[config.mk]
export PLATFORM = sky130hd
export DESIGN_NAME = inorder_retire_buf
export DESIGN_NICKNAME = d
export VERILOG_FILES = /design/src/rtl/retq_pkg.sv /design/src/rtl/retq_ptrs.sv /design/src/rtl/retq_slots.sv /design/src/rtl/retq_retire.sv /design/src/rtl/inorder_retire_buf.sv
export SDC_FILE = /design/constraint.sdc
export NUM_CORES = 2
export LEC_CHECK = 0
export CAP_MARGIN = 40
export CORE_ASPECT_RATIO = 1.75
export CORE_UTILIZATION = 54
export DETAILED_ROUTE_END_ITERATION = 12
export PLACE_DENSITY = 0.77
export SLEW_MARGIN = 40
export SYNTH_ARGS = -nofsm -noshare
export SYNTH_HDL_FRONTEND = slang
export SYNTH_SLANG_ARGS = --single-unit
[constraint.sdc]
create_clock -name clk_i -period 4.2 [get_ports clk_i]
set_clock_uncertainty 0.1 [all_clocks]
set_input_delay 1.05 -clock clk_i [delete_from_list [all_inputs] [get_ports clk_i]]
set_output_delay 1.05 -clock clk_i [all_outputs]
set_load 0.02 [all_outputs]
[src/rtl/retq_pkg.sv]
package retq_pkg;

    typedef enum logic [1:0] {
        KIND_REG    = 2'b00,
        KIND_STORE  = 2'b01,
        KIND_BRANCH = 2'b10,
        KIND_NOP    = 2'b11
    } kind_e;

endpackage

[src/rtl/retq_ptrs.sv]
module retq_ptrs #(
    parameter int DEPTH = 8,
    localparam int IDX_W = $clog2(DEPTH),
    localparam int CNT_W = IDX_W + 1
) (
    input  logic             clk_i,
    input  logic             rst_ni,
    input  logic             push_i,
    input  logic [1:0]       pop_cnt_i,
    input  logic             flush_i,
    output logic [IDX_W-1:0] head_idx_o,
    output logic [IDX_W-1:0] head1_idx_o,
    output logic [IDX_W-1:0] tail_idx_o,
    output logic [CNT_W-1:0] count_o,
    output logic             full_o,
    output logic             empty_o
);

    typedef struct packed {
        logic [CNT_W-1:0] head;
        logic [CNT_W-1:0] tail;
    } ptr_t;

    ptr_t ptr_d, ptr_q;

    always_comb begin
        ptr_d = ptr_q;
        ptr_d.head = ptr_q.head + {{(CNT_W-2){1'b0}}, pop_cnt_i};
        if (flush_i) begin
            ptr_d.tail = ptr_d.head;
        end else begin
            ptr_d.tail = ptr_q.tail + {{(CNT_W-1){1'b0}}, push_i};
        end
    end

    always_ff @(posedge clk_i or negedge rst_ni) begin
        if (!rst_ni) begin
            ptr_q <= '0;
        end else begin
            ptr_q <= ptr_d;
        end
    end

    assign head_idx_o  = ptr_q.head[IDX_W-1:0];
    assign head1_idx_o = ptr_q.head[IDX_W-1:0] + 1'b1;
    assign tail_idx_o  = ptr_q.tail[IDX_W-1:0];
    assign count_o     = ptr_q.tail - ptr_q.head;
    assign empty_o     = (ptr_q.tail == ptr_q.head);
    assign full_o      = (ptr_q.tail[IDX_W-1:0] == ptr_q.head[IDX_W-1:0]) &&
                         (ptr_q.tail[IDX_W] != ptr_q.head[IDX_W]);

    assert_count_bound_R2: assert property (@(posedge clk_i) disable iff (!rst_ni)
        count_o <= CNT_W'(DEPTH));

    assert_no_push_when_full_R3: assert property (@(posedge clk_i) disable iff (!rst_ni)
        push_i |-> !full_o);

    assert_pop_within_count_R5: assert property (@(posedge clk_i) disable iff (!rst_ni)
        {{(CNT_W-2){1'b0}}, pop_cnt_i} <= count_o);

    assert_flush_empties_R8: assert property (@(posedge clk_i) disable iff (!rst_ni)
        flush_i |=> empty_o);

endmodule

[src/rtl/retq_slots.sv]
module retq_slots
    import retq_pkg::*;
#(
    parameter int DEPTH  = 8,
    parameter int DATA_W = 32,
    parameter int ADDR_W = 32,
    parameter int NRD    = 3,
    localparam int IDX_W = $clog2(DEPTH)
) (
    input  logic              clk_i,
    input  logic              rst_ni,
    input  logic              alloc_we_i,
    input  logic [IDX_W-1:0]  alloc_idx_i,
    input  kind_e             alloc_kind_i,
    input  logic [ADDR_W-1:0] alloc_dest_i,
    input  logic              wb_we_i,
    input  logic [IDX_W-1:0]  wb_idx_i,
    input  logic [DATA_W-1:0] wb_value_i,
    input  logic [ADDR_W-1:0] wb_addr_i,
    input  logic              wb_mispred_i,
    input  logic [ADDR_W-1:0] wb_target_i,
    input  logic              wb_excp_i,
    input  logic [IDX_W-1:0]  rd_idx_i     [NRD],
    output kind_e             rd_kind_o    [NRD],
    output logic [ADDR_W-1:0] rd_dest_o    [NRD],
    output logic [DATA_W-1:0] rd_value_o   [NRD],
    output logic              rd_ready_o   [NRD],
    output logic              rd_mispred_o [NRD],
    output logic              rd_excp_o    [NRD],
    output logic [ADDR_W-1:0] rd_target_o  [NRD]
);

    typedef struct packed {
        kind_e             kind;
        logic [ADDR_W-1:0] dest;
        logic [DATA_W-1:0] value;
        logic              ready;
        logic              mispred;
        logic              excp;
        logic [ADDR_W-1:0] target;
    } slot_t;

    slot_t [DEPTH-1:0] slots_d, slots_q;

    always_comb begin
        slots_d = slots_q;
        if (alloc_we_i) begin
            slots_d[alloc_idx_i]       = '0;
            slots_d[alloc_idx_i].kind  = alloc_kind_i;
            slots_d[alloc_idx_i].dest  = alloc_dest_i;
        end
        if (wb_we_i) begin
            slots_d[wb_idx_i].value   = wb_value_i;
            slots_d[wb_idx_i].ready   = 1'b1;
            slots_d[wb_idx_i].excp    = wb_excp_i;
            slots_d[wb_idx_i].mispred = wb_mispred_i &&
                                        (slots_q[wb_idx_i].kind == KIND_BRANCH);
            slots_d[wb_idx_i].target  = wb_target_i;
            if (slots_q[wb_idx_i].kind == KIND_STORE) begin
                slots_d[wb_idx_i].dest = wb_addr_i;
            end
        end
    end

    always_ff @(posedge clk_i or negedge rst_ni) begin
        if (!rst_ni) begin
            slots_q <= '0;
        end else begin
            slots_q <= slots_d;
        end
    end

    for (genvar p = 0; p < NRD; p++) begin : g_rd
        assign rd_kind_o[p]    = slots_q[rd_idx_i[p]].kind;
        assign rd_dest_o[p]    = slots_q[rd_idx_i[p]].dest;
        assign rd_value_o[p]   = slots_q[rd_idx_i[p]].value;
        assign rd_ready_o[p]   = slots_q[rd_idx_i[p]].ready;
        assign rd_mispred_o[p] = slots_q[rd_idx_i[p]].mispred;
        assign rd_excp_o[p]    = slots_q[rd_idx_i[p]].excp;
        assign rd_target_o[p]  = slots_q[rd_idx_i[p]].target;
    end

    assert_alloc_wb_apart_R4: assert property (@(posedge clk_i) disable iff (!rst_ni)
        (alloc_we_i && wb_we_i) |-> (alloc_idx_i != wb_idx_i));

    assert_alloc_clears_ready_R2: assert property (@(posedge clk_i) disable iff (!rst_ni)
        alloc_we_i |=> !slots_q[$past(alloc_idx_i)].ready);

endmodule

[src/rtl/retq_retire.sv]
module retq_retire
    import retq_pkg::*;
#(
    parameter int                 ADDR_W     = 32,
    parameter int                 CNT_W      = 4,
    parameter logic [ADDR_W-1:0]  HANDLER_PC = '0
) (
    input  logic              clk_i,
    input  logic              rst_ni,
    input  logic [CNT_W-1:0]  count_i,
    input  kind_e             h0_kind_i,
    input  logic              h0_ready_i,
    input  logic              h0_excp_i,
    input  logic              h0_mispred_i,
    input  logic [ADDR_W-1:0] h0_target_i,
    input  kind_e             h1_kind_i,
    input  logic              h1_ready_i,
    input  logic              h1_excp_i,
    input  logic              h1_mispred_i,
    output logic              c0_valid_o,
    output logic              c0_reg_we_o,
    output logic              c0_mem_we_o,
    output logic              c1_valid_o,
    output logic              c1_reg_we_o,
    output logic              c1_mem_we_o,
    output logic [1:0]        pop_cnt_o,
    output logic              flush_o,
    output logic              excp_o,
    output logic [ADDR_W-1:0] redirect_o
);

    logic h0_stop, h1_stop;

    always_comb begin
        h0_stop = h0_excp_i || ((h0_kind_i == KIND_BRANCH) && h0_mispred_i);
        h1_stop = h1_excp_i || ((h1_kind_i == KIND_BRANCH) && h1_mispred_i);

        c0_valid_o  = (count_i != '0) && h0_ready_i;
        c0_reg_we_o = c0_valid_o && !h0_excp_i && (h0_kind_i == KIND_REG);
        c0_mem_we_o = c0_valid_o && !h0_excp_i && (h0_kind_i == KIND_STORE);

        c1_valid_o  = c0_valid_o && !h0_stop && (count_i >= CNT_W'(2)) &&
                      h1_ready_i && !h1_stop;
        c1_reg_we_o = c1_valid_o && (h1_kind_i == KIND_REG);
        c1_mem_we_o = c1_valid_o && (h1_kind_i == KIND_STORE);

        pop_cnt_o   = {1'b0, c0_valid_o} + {1'b0, c1_valid_o};

        flush_o     = c0_valid_o && h0_stop;
        excp_o      = c0_valid_o && h0_excp_i;
        if (excp_o) begin
            redirect_o = HANDLER_PC;
        end else if (flush_o) begin
            redirect_o = h0_target_i;
        end else begin
            redirect_o = '0;
        end
    end

    assert_slot1_needs_slot0_R7: assert property (@(posedge clk_i) disable iff (!rst_ni)
        c1_valid_o |-> c0_valid_o);

    assert_flush_single_R8: assert property (@(posedge clk_i) disable iff (!rst_ni)
        flush_o |-> !c1_valid_o);

    assert_one_write_kind_R6: assert property (@(posedge clk_i) disable iff (!rst_ni)
        !(c0_reg_we_o && c0_mem_we_o) && !(c1_reg_we_o && c1_mem_we_o));

    assert_excp_no_write_R9: assert property (@(posedge clk_i) disable iff (!rst_ni)
        excp_o |-> (!c0_reg_we_o && !c0_mem_we_o));

endmodule

[src/rtl/inorder_retire_buf.sv]
module inorder_retire_buf
    import retq_pkg::*;
#(
    parameter int                DEPTH      = 8,
    parameter int                DATA_W     = 32,
    parameter int                ADDR_W     = 32,
    parameter logic [ADDR_W-1:0] HANDLER_PC = 32'h0000_0100,
    localparam int               IDX_W      = $clog2(DEPTH),
    localparam int               CNT_W      = IDX_W + 1
) (
    input  logic              clk_i,
    input  logic              rst_ni,
    input  logic              alloc_valid_i,
    input  logic [1:0]        alloc_kind_i,
    input  logic [ADDR_W-1:0] alloc_dest_i,
    output logic              alloc_ready_o,
    output logic [IDX_W-1:0]  alloc_tag_o,
    input  logic              wb_valid_i,
    input  logic [IDX_W-1:0]  wb_tag_i,
    input  logic [DATA_W-1:0] wb_value_i,
    input  logic [ADDR_W-1:0] wb_addr_i,
    input  logic              wb_mispred_i,
    input  logic [ADDR_W-1:0] wb_target_i,
    input  logic              wb_excp_i,
    input  logic [IDX_W-1:0]  rd_tag_i,
    output logic              rd_ready_o,
    output logic [DATA_W-1:0] rd_value_o,
    output logic              cmt0_valid_o,
    output logic              cmt0_reg_we_o,
    output logic              cmt0_mem_we_o,
    output logic [ADDR_W-1:0] cmt0_dest_o,
    output logic [DATA_W-1:0] cmt0_value_o,
    output logic              cmt1_valid_o,
    output logic              cmt1_reg_we_o,
    output logic              cmt1_mem_we_o,
    output logic [ADDR_W-1:0] cmt1_dest_o,
    output logic [DATA_W-1:0] cmt1_value_o,
    output logic              flush_o,
    output logic              excp_o,
    output logic [ADDR_W-1:0] redirect_o
);

    localparam int NRD = 3;
    localparam int P_H0 = 0;
    localparam int P_H1 = 1;
    localparam int P_LK = 2;

    logic [IDX_W-1:0] head_idx, head1_idx, tail_idx;
    logic [CNT_W-1:0] count;
    logic             full, empty;
    logic [1:0]       pop_cnt;
    logic             alloc_fire, wb_fire;

    logic [IDX_W-1:0]  rp_idx     [NRD];
    kind_e             rp_kind    [NRD];
    logic [ADDR_W-1:0] rp_dest    [NRD];
    logic [DATA_W-1:0] rp_value   [NRD];
    logic              rp_ready   [NRD];
    logic              rp_mispred [NRD];
    logic              rp_excp    [NRD];
    logic [ADDR_W-1:0] rp_target  [NRD];

    function automatic logic occupied(input logic [IDX_W-1:0] tag,
                                      input logic [IDX_W-1:0] head,
                                      input logic [CNT_W-1:0] cnt);
        logic [IDX_W-1:0] off;
        off = tag - head;
        return {1'b0, off} < cnt;
    endfunction

    assign alloc_ready_o = !full && !flush_o;
    assign alloc_fire    = alloc_valid_i && alloc_ready_o;
    assign alloc_tag_o   = tail_idx;
    assign wb_fire       = wb_valid_i && occupied(wb_tag_i, head_idx, count);

    assign rp_idx[P_H0] = head_idx;
    assign rp_idx[P_H1] = head1_idx;
    assign rp_idx[P_LK] = rd_tag_i;

    retq_ptrs #(
        .DEPTH (DEPTH)
    ) ptrs_i (
        .clk_i       (clk_i),
        .rst_ni      (rst_ni),
        .push_i      (alloc_fire),
        .pop_cnt_i   (pop_cnt),
        .flush_i     (flush_o),
        .head_idx_o  (head_idx),
        .head1_idx_o (head1_idx),
        .tail_idx_o  (tail_idx),
        .count_o     (count),
        .full_o      (full),
        .empty_o     (empty)
    );

    retq_slots #(
        .DEPTH  (DEPTH),
        .DATA_W (DATA_W),
        .ADDR_W (ADDR_W),
        .NRD    (NRD)
    ) slots_i (
        .clk_i        (clk_i),
        .rst_ni       (rst_ni),
        .alloc_we_i   (alloc_fire),
        .alloc_idx_i  (tail_idx),
        .alloc_kind_i (kind_e'(alloc_kind_i)),
        .alloc_dest_i (alloc_dest_i),
        .wb_we_i      (wb_fire),
        .wb_idx_i     (wb_tag_i),
        .wb_value_i   (wb_value_i),
        .wb_addr_i    (wb_addr_i),
        .wb_mispred_i (wb_mispred_i),
        .wb_target_i  (wb_target_i),
        .wb_excp_i    (wb_excp_i),
        .rd_idx_i     (rp_idx),
        .rd_kind_o    (rp_kind),
        .rd_dest_o    (rp_dest),
        .rd_value_o   (rp_value),
        .rd_ready_o   (rp_ready),
        .rd_mispred_o (rp_mispred),
        .rd_excp_o    (rp_excp),
        .rd_target_o  (rp_target)
    );

    retq_retire #(
        .ADDR_W     (ADDR_W),
        .CNT_W      (CNT_W),
        .HANDLER_PC (HANDLER_PC)
    ) retire_i (
        .clk_i        (clk_i),
        .rst_ni       (rst_ni),
        .count_i      (count),
        .h0_kind_i    (rp_kind[P_H0]),
        .h0_ready_i   (rp_ready[P_H0]),
        .h0_excp_i    (rp_excp[P_H0]),
        .h0_mispred_i (rp_mispred[P_H0]),
        .h0_target_i  (rp_target[P_H0]),
        .h1_kind_i    (rp_kind[P_H1]),
        .h1_ready_i   (rp_ready[P_H1]),
        .h1_excp_i    (rp_excp[P_H1]),
        .h1_mispred_i (rp_mispred[P_H1]),
        .c0_valid_o   (cmt0_valid_o),
        .c0_reg_we_o  (cmt0_reg_we_o),
        .c0_mem_we_o  (cmt0_mem_we_o),
        .c1_valid_o   (cmt1_valid_o),
        .c1_reg_we_o  (cmt1_reg_we_o),
        .c1_mem_we_o  (cmt1_mem_we_o),
        .pop_cnt_o    (pop_cnt),
        .flush_o      (flush_o),
        .excp_o       (excp_o),
        .redirect_o   (redirect_o)
    );

    assign cmt0_dest_o  = rp_dest[P_H0];
    assign cmt0_value_o = rp_value[P_H0];
    assign cmt1_dest_o  = rp_dest[P_H1];
    assign cmt1_value_o = rp_value[P_H1];

    assign rd_ready_o = rp_ready[P_LK] && occupied(rd_tag_i, head_idx, count);
    assign rd_value_o = rp_value[P_LK];

    assert_empty_no_retire_R5: assert property (@(posedge clk_i) disable iff (!rst_ni)
        empty |-> !cmt0_valid_o);

    assert_flush_quiets_next_R8: assert property (@(posedge clk_i) disable iff (!rst_ni)
        flush_o |=> (!cmt0_valid_o && !flush_o));

    assert_flush_blocks_alloc_R11: assert property (@(posedge clk_i) disable iff (!rst_ni)
        flush_o |-> !alloc_ready_o);

endmodule

## After elaboration in Yosys (flattened, before gate mapping)

Cells that the tools add are included.

- Bitwise operators: 2
- $mul: 0
- Reductions and logical operators: 32
- Add/subtract/negate cells: 7
- Equality and inequality tests: 8
- Div/mod/pow operators: 0
- Order comparisons: 10
- Shift operators: 0
- Muxes and demuxes: 40

Operator list:

| operator | number |
|---|---|
| bitwise mux 808 bit | 8 |
| demux 101 bit (select 3 bit) | 9 |
| two-way mux 808 bit | 3 |
| binary-select mux 101 bit (select 3 bit) | 4 |
| AND 808 bit | 1 |
| inverter 808 bit | 1 |
| two-way mux 101 bit | 5 |
| two-way mux 99 bit | 2 |
| two-way mux 67 bit | 2 |
| two-way mux 32 bit | 3 |
| two-way mux 35 bit | 1 |
| two-way mux 34 bit | 1 |
| two-way mux 33 bit | 1 |
| logical AND 1 bit | 22 |
| < comparator 3 x 4 -> 1 bit (second input constant) | 5 |
| < comparator 3 x 4 -> 1 bit | 2 |
| equality test 2 x 1 -> 1 bit (second input constant) | 3 |
| equality test 2 bit (second input constant) | 3 |
| >= comparator 3 x 1 -> 1 bit (second input constant) | 2 |
| subtractor 3 bit | 2 |
| logical NOT 1 bit | 5 |
| adder 4 x 1 -> 4 bit | 1 |
| adder 4 x 2 -> 4 bit | 1 |
| >= comparator 4 x 2 -> 1 bit (second input constant) | 1 |
| other kinds (9) | 11 |

- Bits of input ports: 142
- Bits in read-only memories: 0
- Bits in registers: 816
- Bits in latches: 0
- Memories: 0
- Logic and storage cells: 157
- Memory bits (writable): 0
- Output and inout bits: 205

## Logic depth before layout (Yosys ltp)

- Depth after elaboration: 18
- Depth in mapped cells: 16
- Gate-level depth less buffers: 12

## Hierarchy

From an unflattened synthesis, not the netlist that was laid out.

- Cells, all modules: 3381
- Area, all modules: 51438.1 µm²

By module, submodules not included:

| module | sequential area each (µm²) | times used | area an instance (µm²) | cells each |
|---|---|---|---|---|
| retq_slots | 20219.4 | 1 | 50028.0 | 3239 |
| retq_retire | 0.0 | 1 | 578.1 | 62 |
| retq_ptrs | 200.2 | 1 | 575.6 | 51 |
| inorder_retire_buf | 0.0 | 1 | 256.5 | 29 |

## Worst setup path after synthesis

Ideal clock, no wire load.

- Kind: input to output
- From: input port rd_tag_i[0]
- To: output port rd_ready_o
- Stages: 12
- Buffers on the path: 3
- Required time: 3.050 ns
- Slack: -0.498 ns
- Data arrival time: 3.548 ns
- Path through: clkbuf_1 > buf_1 > clkbuf_1 > inv_1 > ha_1 > inv_1 > fa_1 > ha_1 > a21o_1 > a21oi_1 > nor2_1 > nor2_1

- Word-level cells in the longest chain between the ends: 3
- Elaborated cells on any way between the ends: 5
- Those cells by class: add/sub: 1; order compare: 1; mux: 2; reduce/logical: 1

Ends and longest elaborated chain:

| element | line | RTL |
|---|---|---|
| from (decl) | inorder_retire_buf.sv:25 | `input logic [IDX_W-1:0] rd_tag_i,` |
| subtractor 3 bit / binary-select mux 101 bit (select 3 bit) (equally long branches) | - |  |
| < comparator 3 x 4 -> 1 bit / two-way mux 67 bit (equally long branches) | - |  |
| logical AND 1 bit (*) | inorder_retire_buf.sv:159 | `assign rd_ready_o = rp_ready[P_LK] && occupied(rd_tag_i, head_idx, count);` |
| to (decl) | inorder_retire_buf.sv:26 | `output logic rd_ready_o,` |

Every way passes the cells marked *; elsewhere a longest branch is shown, timed or not. The select of a mux whose other input is x is not followed.

## Worst setup path after layout

- From: register ptrs_i.ptr_q (netlist bit ptrs_i.head_idx_o[0])
- To: output port redirect_o[30]

- Word-level cells in the longest chain between the ends: 8
- Elaborated cells on any way between the ends: 12
- Those cells by class: add/sub: 1; eq/ne: 1; mux: 4; reduce/logical: 6

Ends and longest elaborated chain:

| element | line | RTL |
|---|---|---|
| from (decl) | retq_ptrs.sv:24 | `ptr_t ptr_d, ptr_q;` |
| from (signal assigned) | retq_ptrs.sv:40 | `ptr_q <= ptr_d;` |
| binary-select mux 101 bit (select 3 bit) | - |  |
| two-way mux 101 bit (not written as such) | retq_slots.sv:74 | `assign rd_kind_o[p] = slots_q[rd_idx_i[p]].kind;` |
| equality test 2 bit | retq_retire.sv:35 | `h0_stop = h0_excp_i \|\| ((h0_kind_i == KIND_BRANCH) && h0_mispred_i);` |
| logical AND 1 bit | retq_retire.sv:35 |  |
| logical OR 1 bit | retq_retire.sv:35 |  |
| logical AND 1 bit | retq_retire.sv:49 | `flush_o = c0_valid_o && h0_stop;` |
| two-way mux 32 bit | retq_retire.sv:53 | `end else if (flush_o) begin` |
| two-way mux 32 bit (*) | retq_retire.sv:51 | `if (excp_o) begin` |
| to (decl) | inorder_retire_buf.sv:40 | `output logic [ADDR_W-1:0] redirect_o` |

Marks and branches as above.

==> impl_metrics.env <==
export IMPL_critical_path_class="flip-flop to output port"
export IMPL_vias=45189
export IMPL_vias_per_cell=7.566
export IMPL_clk_pin_slew_worst_paths_ns=0.07
export IMPL_stdcell_count=5973
export IMPL_ant_nets=0
export IMPL_syn_area_per_cell_um2=10.67
export IMPL_end_kind="output port"
export IMPL_synth_yosys_warnings=0
export IMPL_relSlewSlack=0.3734
export IMPL_finalMaxSlewViolations=0
export IMPL_reg2reg_depth=11
export IMPL_clock_sinks=816
export IMPL_power_leakage_uw=0.02474
export IMPL_ctsLongestPathBuffers=3
export IMPL_drt_pass1_iterations=7
export IMPL_cts_tree="built"
export IMPL_status="complete, but fails checks"
export IMPL_worstSetupStartpointType="flip-flop"
export IMPL_layout_drive_gt1_share=0.2692
export IMPL_synth_top_cell_area_share=0.4221
export IMPL_worstSkewPairLatency_ns=0.71
export IMPL_hold_viol=0
export IMPL_synth_edf_count=0
export IMPL_ys_seq_area_frac=0.4221
export IMPL_wirelength_um=198300
export IMPL_grt_pass1_wl_um=290600
export IMPL_synth_ff_type="dfrtp_1"
export IMPL_min_period_ns=4.480
export IMPL_violations="setup timing"
export IMPL_avgRoutedWirePerCell_um=33.20
export IMPL_boundaryPins=347
export IMPL_synthesis_area_um2=48380
export IMPL_setup_viol=81
export IMPL_drt_iter0_markers=6971
export IMPL_route_detailed_drc=0
export IMPL_place_area_um2=54520
export IMPL_total_power_uw=58700
export IMPL_postCtsHoldBufs=0
export IMPL_worst_ep_arrival_time_ns=3.33
export IMPL_final_nets=4889
export IMPL_hold_ws_ns=0.2276
export IMPL_rows=144
export IMPL_cts_root_buf="clkbuf_16"
export IMPL_gp_congestion=0.9090
export IMPL_cts_buffers=79
export IMPL_synth_cells=4532
export IMPL_die_x_um=228.3
export IMPL_synth_most_common_cell="dfrtp_1"
export IMPL_area_growth_pct=23.94
export IMPL_die_area_um2=90840
export IMPL_grt_pass1_vias=45381
export IMPL_grt_max_degree=181
export IMPL_path_max_fanout=5
export IMPL_die_y_um=398.0
export IMPL_rsz0062_at_grt="yes"
export IMPL_peakVddDrop_mv=1.378
export IMPL_stdcell_area_um2=59960
export IMPL_start_util=0.5469
export IMPL_timing_rr_start="ptrs_i.head_idx_o[0]"
export IMPL_coreArea_um2=88460
export IMPL_async_flop_share=1.000
export IMPL_rrSetupSlack_ns=0.21
export IMPL_synth_cell_type_count=54
export IMPL_antenna_found_initial=20
export IMPL_synth_area_top_cells="dfrtp_1 42%, mux4_2 19%, o2bb2ai_1 9.4%"
export IMPL_worstReg2RegEnd="slots_i.slots_q[673]"
export IMPL_ys_ff_latch=816
export IMPL_fin_util=0.6778
export IMPL_tightest_slew_ns=0.9399
export IMPL_grtUsageTotal=0.4317
export IMPL_synth_commonest_cells="816 x dfrtp_1, 810 x nand2_1, 520 x o2bb2ai_1"
export IMPL_fin_crit_sh=1.067
export IMPL_h_tree_depth=3
export IMPL_place_inst=5704
export IMPL_cp_data_required_time_ns=3.05
export IMPL_min_path_type="input pin to async pin"
export IMPL_setup_slack_ns=-0.2799
export IMPL_synth_nets=4691
export IMPL_dp_hpwl_um=111400
export IMPL_max_cap_violations=0
export IMPL_numPortBuffers=346
export IMPL_fmax_mhz=223.2
export IMPL_pwr_density_cell_nw_per_um2=979.0
export IMPL_yosys_area_top_type="dfrtp_1"
export IMPL_overflow=0
## sequential cells by signal, summed over array words and instances, names as in the netlist, named ones only
name,cells
slots_i.slots_q,792
ptrs_i.tail_idx_o,3
ptrs_i.ptr_q,2
ptrs_i.head_idx_o,3
## layer usage
metal / GRT usage / share of wire
met5: 0 / 0.0011
met4: 0.3468 / 0.087
met3: 0.1370 / 0.14
met2: 0.6839 / 0.47
met1: 0.4810 / 0.30
## worst max-delay path, stage by stage (launching register included)
cell	delay [ns]
dfrtp_4	0.57
ha_4	0.20
fa_2	0.36
xor2_2	0.24
nand3_2	0.15
o21ai_4	0.19
nand3b_1	0.14
buf_6	0.14
buf_8	0.15
buf_16	0.15
buf_12	0.14
a21oi_4	0.04
buf_4	0.15
## cell usage in the layout, fill, tap and decap left out, drive strengths merged, types with 5 or more instances in the layout
cell type / n
nand2: 818
dfrtp: 816
o2bb2ai: 520
buf: 483
mux4: 403
nor2: 280
nand3: 268
a31oi: 257
o211ai: 256
clkdlybuf4s50: 179
mux2: 120
clkbuf: 118
dlygate4sd2: 41
a21oi: 38
inv: 23
o21ai: 20
clkinv: 19
ha: 13
nor3: 11
bufinv: 11
diode: 10
o22ai: 10
dlymetal6s2s: 10
mux2i: 9
o2111ai: 8
xnor2: 7
bufbuf: 6
nand3b: 5
clkinvlp: 5
nor4: 5
## power breakdown
part           internal (uW)  leakage (uW)  switching (uW)
Sequential             11200        0.0107            2750
Clock                   4600       0.00142            3440
Combinational          16300        0.0126           20500
## timing repair
action / 4_1_cts / 5_1_grt
pin swaps: 4 / 10
gates cloned: 16 / 4
endpoints found under the setup margin: 167 / 158
buffers inserted: 66 / 45
gates resized for setup: 627 / 221
## worst max path at each step
| stage | startpoint | endpoint | slack [ns] |
|---|---|---|---|
| after CTS | ptrs_i.head_idx_o[0] | redirect_o[0] | -0.39 |
| after global routing | ptrs_i.head_idx_o[0] | redirect_o[15] | -0.33 |
| after global placement | ptrs_i.head_idx_o[2] | redirect_o[28] | -0.04 |
| after floorplan | rd_tag_i[0] | rd_ready_o | 0.004 |
| final | ptrs_i.head_idx_o[0] | redirect_o[30] | -0.28 |
| after detailed placement | wb_tag_i[0] | slots_i.slots_q[344] | -0.07 |
## layout make-up
| type | instances | area, um^2 |
|---|---|---|
| fillers | 6144 | 28500 |
| multi-input cells | 3081 | 26320 |
| flip-flops and latches | 816 | 20430 |
| repair buffers | 731 | 8726 |
| clock buffers | 109 | 2321 |
| well taps | 1168 | 1461 |
| clock inverters | 37 | 591.8 |
| inverters | 21 | 86.33 |
| diodes | 10 | 25.02 |
## logic make-up (layout without fill, tap and decap cells)
| logic type | after synthesis | count (layout) | synth area share |
|---|---|---|---|
| buffers and inverters | 635 | 898 | 0.05584 |
| adder cells (fa/ha/maj) | 17 | 17 | 0.005017 |
| AND/OR/NAND/NOR | 1401 | 1401 | 0.1182 |
| AO/OA/AOI/OAI | 1120 | 1120 | 0.1793 |
| multiplexers | 532 | 532 | 0.2176 |
| XOR/XNOR | 11 | 11 | 0.001991 |
| flip-flops | 816 | 816 | 0.4221 |
| other | 0 | 10 | 0 |
## stage by stage
stage / setup slack, ns / TNS (ns)
floorplan: 0.004222 / 0
global placement: -0.03843 / -0.2631
detailed placement: -0.06715 / -4.405
CTS: -0.3944 / -17.98
global route: -0.3327 / -15.97
finish: -0.2799 / -11.99
Note: power is estimated with default switching activity, not from simulation.
